===== config.mk =====
export PLATFORM = sky130hd
export DESIGN_NAME = hostbus_regif
export DESIGN_NICKNAME = d
export VERILOG_FILES = /design/src/rtl/hostbus_regif.sv
export SDC_FILE = /design/constraint.sdc
export NUM_CORES = 1
export LEC_CHECK = 0
export ABC_AREA = 1
export BUFFER_PORTS_ARGS = -buffer_cell sky130_fd_sc_hd__buf_4
export CORE_MARGIN = 4
export CORE_UTILIZATION = 30
export CTS_BUF_LIST = sky130_fd_sc_hd__clkbuf_4 sky130_fd_sc_hd__clkbuf_8 sky130_fd_sc_hd__clkbuf_16
export DETAILED_ROUTE_END_ITERATION = 8
export PLACE_DENSITY = 0.5
export RECOVER_POWER = 100
export SLEW_MARGIN = 30
export SYNTH_ARGS = -nofsm -noshare
export SYNTH_HDL_FRONTEND = slang
export SYNTH_SLANG_ARGS = --single-unit

===== constraint.sdc =====
create_clock -name clk -period 1.7 [get_ports clk]
set_input_delay 0.085 -clock clk [delete_from_list [all_inputs] [get_ports clk]]
set_output_delay 0.085 -clock clk [all_outputs]
set_load 0.02 [all_outputs]

===== src/rtl/hostbus_regif.sv =====
module hostbus_regif #(
  parameter int DW = 12,
  parameter int AW = 2,
  parameter int MODE_BIT = 0,
  parameter logic [(1<<AW)*(DW-AW)-1:0] RST_VAL = '0
) (
  input  logic                          clk,
  input  logic                          rst_n,
  input  logic                          cs_lo_n,
  input  logic                          cs_hi,
  input  logic                          wr_rw,
  input  logic                          rd_n,
  input  logic [DW-1:0]                 bus_in,
  output logic [DW-1:0]                 bus_out,
  output logic                          bus_oe,
  input  logic [DW-1:0]                 head_data,
  output logic                          head_pop,
  output logic [(1<<AW)*(DW-AW)-1:0]    ctrl_regs
);
  localparam int PW   = DW - AW;
  localparam int NREG = 1 << AW;

  logic          sel, split, wr_act, rd_act, commit;
  logic          wr_q, rd_q, pop_q;
  logic [DW-1:0] dat_q;
  logic [PW-1:0] regs [NREG];

  assign sel    = ~cs_lo_n & cs_hi;
  assign split  = regs[0][MODE_BIT];
  assign wr_act = sel & ~wr_rw;
  assign rd_act = sel & wr_rw & (split ? ~rd_n : 1'b1);
  assign commit = wr_q & ~wr_act;

  always_ff @(posedge clk or negedge rst_n) begin
    if (!rst_n) begin
      wr_q  <= 1'b0;
      rd_q  <= 1'b0;
      pop_q <= 1'b0;
      dat_q <= '0;
    end else begin
      wr_q  <= wr_act;
      rd_q  <= rd_act;
      pop_q <= rd_q & ~rd_act;
      if (wr_act) dat_q <= bus_in;
    end
  end

  for (genvar i = 0; i < NREG; i++) begin : g_reg
    always_ff @(posedge clk or negedge rst_n) begin
      if (!rst_n)
        regs[i] <= RST_VAL[i*PW +: PW];
      else if (commit && dat_q[DW-1 -: AW] == AW'(i))
        regs[i] <= dat_q[PW-1:0];
    end
    assign ctrl_regs[i*PW +: PW] = regs[i];
  end

  assign bus_oe   = rd_act;
  assign bus_out  = rd_act ? head_data : '0;
  assign head_pop = pop_q;
endmodule



==> metrics <==
first-pass GRT wire length=10.6 mm; #FFs+latches synth=55; clock network power share=0.201; Final Max Slew Viols=0; CP max stage cell=dfrtp_1; sequential share of the synthesized area=0.576; Logic pwr share=0.301; Row Count=32; hold crit path type=in2reg; Non-Filler Instances=between 400 and 500; clock skew=0.00554 ns; Chip Width=97.3 um; Setup violations, final=0; total track usage=0.139; die area=9460 um2; multiplexer area fraction after synthesis=0; Period Utilization, post-route=0.850; PwrDens=1260 nW/um2; RSZ-0062 raised after global routing=false; wire per inst=13.9 um; Port-buffer cells=83; CTS Buf Count=5; Max Root-Sink Buffers=2; CTS tree=done; post-synthesis adder-cell area fraction=0; Mapped Cells=between 200 and 300; GRT overflow=0; placed cells=444; Hold Path Origin=rd_n; worst vdd ir=between 0.0005 and 0.0006 V; root cell of the clock tree=clkbuf_8; antenna-violating nets left=0; final WL=6.46 mm; Reg2Reg Setup Slack=0.29 ns; Critical Path RT=between 1.5 and 2 ns; clock sink count=55; hold endpoint=rd_q; setup TNS=0 ns; die span in y=97.3 um; synth unique cells=12; drt initial violations=between 100 and 150; Sw Ratio=0.384; WP data arrival=between 1 and 1.5 ns; Ports=between 80 and 90; Final #Nets=393; Via Count=roughly 2100; Period minus WS final=1.45 ns; max cap viols=0; Worst slew margin=0.533; Synth Area in Simple Gates=0.334; Mapped Area=2390 um2; final core occ=0.399; Crit Path Max Fanout=13; vias per cell=4.52; status=finished clean; syn avg cell area=8.88 um2; hpwl dp=~4.6 mm; Internal=2.40 mW; core area=7730 um2; Critical R2R Launch=dat_q[11]; antenna violations before repair=0; Post-Syn Nets=around 300; delay-heaviest family, CP=buffers and inverters; drt pass-1 iters=4; fillers=839; depth of the worst hold-timing path=5; area delta synth->final=29.1%; RR Endpoint=ctrl_regs[12]; CP Capture Type=output pin; Synth Area in Compound Gates=0.00209; NetSw=1.49 mW; largest family of logic cells by synthesized area=simple AND/OR/NAND/NOR gates; crit path cell chain=nand2_1 -> nand4_1 -> buf_4 -> nor2_1 -> clkbuf_1; slowest stage delay, CP=0.41 ns; CP bufs+invs=2; GPL Wtd Cong=0.750; Seq pwr share=0.497; crit start category=flip-flop; vias in the first global route=2074; Fin. Hold Viols=0; largest net degree at the start of global routing=56; WS Path Type=reg2out; Synth warnings=0; Ant. Diodes=0; Fmax achieved=about 700 MHz; Starting Density=0.309; Post-Synth XOR/XNOR Area=0; R2R depth=4; Least-Margin Pin Slew=approximately 0.7 ns; Worst-Skew Late Latency=0.30 ns; share of post-route cells with drive strength above 1=0.140; Clock transition at path regs=0.09 ns; DRC viols=0; htree depth=2; static leakage=1.64 nW
==> layout make-up <==
type	instances	area [um2]	share of cell area
clock buffers	8	104	0.0337
inverters	20	75.1	0.0243
multi-input cells	177	785	0.254
flip-flops and latches	55	1380	0.446
well taps	102	128	0.0414
repair buffers	104	618	0.200
==> cell usage after synthesis <==
cell type,instances,share of area
o21ai_0,1,0.0021
nor2_2,1,0.0026
inv_2,2,0.0031
buf_2,7,0.015
nand2_1,116,0.18
dfrtp_1,55,0.58
nand4_1,41,0.11
nand3_2,5,0.021
buf_6,7,0.033
nor2_1,13,0.020
inv_1,18,0.028
buf_4,3,0.0094
==> what timing repair did <==
item,4_1_cts,5_1_grt
hold buffers,13,0
resized for setup,0,0
endpoints found under the hold margin,67,0
setup buffers,1,0
setup endpoints to repair,1,0
==> cells in the final DEF, fill, tap and decap left out <==
cell type / n
clkbuf_1: 52
inv_1: 18
clkbuf_8: 7
nand3_1: 3
inv_2: 2
nand3_2: 2
o21ai_0: 1
clkbuf_4: 2
buf_4: 38
nand2_1: 116
dlygate4sd3_1: 13
nor2_1: 14
nand4_1: 41
dfrtp_1: 55
==> power by group through the flow <==
stage	logic (mW)	clock network [mW]	registers (mW)
final	1.17	0.784	1.93
after global routing	1.31	0.872	1.98
after CTS	1.46	0.823	1.95
after detailed placement	1.43	0	1.97
after global placement	1.41	0	1.97
after floorplan	0.397	0	2.27
==> cell families (layout without fill, tap and decap cells) <==
| logic type | after synthesis | count (layout) |
|---|---|---|
| compound gates | 1 | 1 |
| simple gates | 176 | 176 |
| buf+inv | 37 | 132 |
| flops | 55 | 55 |
==> worst register-to-register path, stage by stage (launching register included) <==
cell and delay [ns]:
dfrtp_1 0.40, nor2_1 0.43, nand3_2 0.28, nand2_1 0.15, nand2_1 0.05
==> worst max-delay path by stage <==
stage | start | to | slack [ns] | cells past startpoint
6_report | ctrl_regs[0] | bus_out[9] | 0.25 | 5
5_1_grt | dat_q[11] | ctrl_regs[1] | 0.12 | 4
4_1_cts | ctrl_regs[0] | bus_oe | 0.33 | 5
3_5_place_dp | ctrl_regs[0] | bus_oe | 0.35 | 4
3_3_place_gp | ctrl_regs[0] | bus_oe | 0.35 | 4
2_1_floorplan | ctrl_regs[0] | bus_out[10] | 0.48 | 4
==> metrics by stage <==
| step | worst slack, ns | area [um2] | power [mW] | hold WS, ns |
|---|---|---|---|---|
| global placement | 0.349 | 3060 | 3.38 | 0.187 |
| detailed placement | 0.350 | 3060 | 3.40 | 0.187 |
| CTS | 0.327 | 3300 | 4.23 | 0.256 |
| finish | 0.255 | 3090 | 3.89 | 0.268 |
| floorplan | 0.484 | 2390 | 2.67 | -0.211 |
| global route | 0.115 | 3090 | 4.17 | 0.319 |
==> metal layers <==
layer  GRT usage  vias up  wire, um
li1            -     1059         -
met1       0.184      974      2950
met2       0.227       63      3040
met3      0.0337        9       366
met4      0.0437        0       106
met5           0        -         0
==> sequential cells by signal, indices dropped and copies added (netlist names) <==
signal	cells
ctrl_regs	40
dat_q	12
head_pop	1
rd_q	1
wr_q	1
No activity file was read; power rests on OpenSTA's default activity.
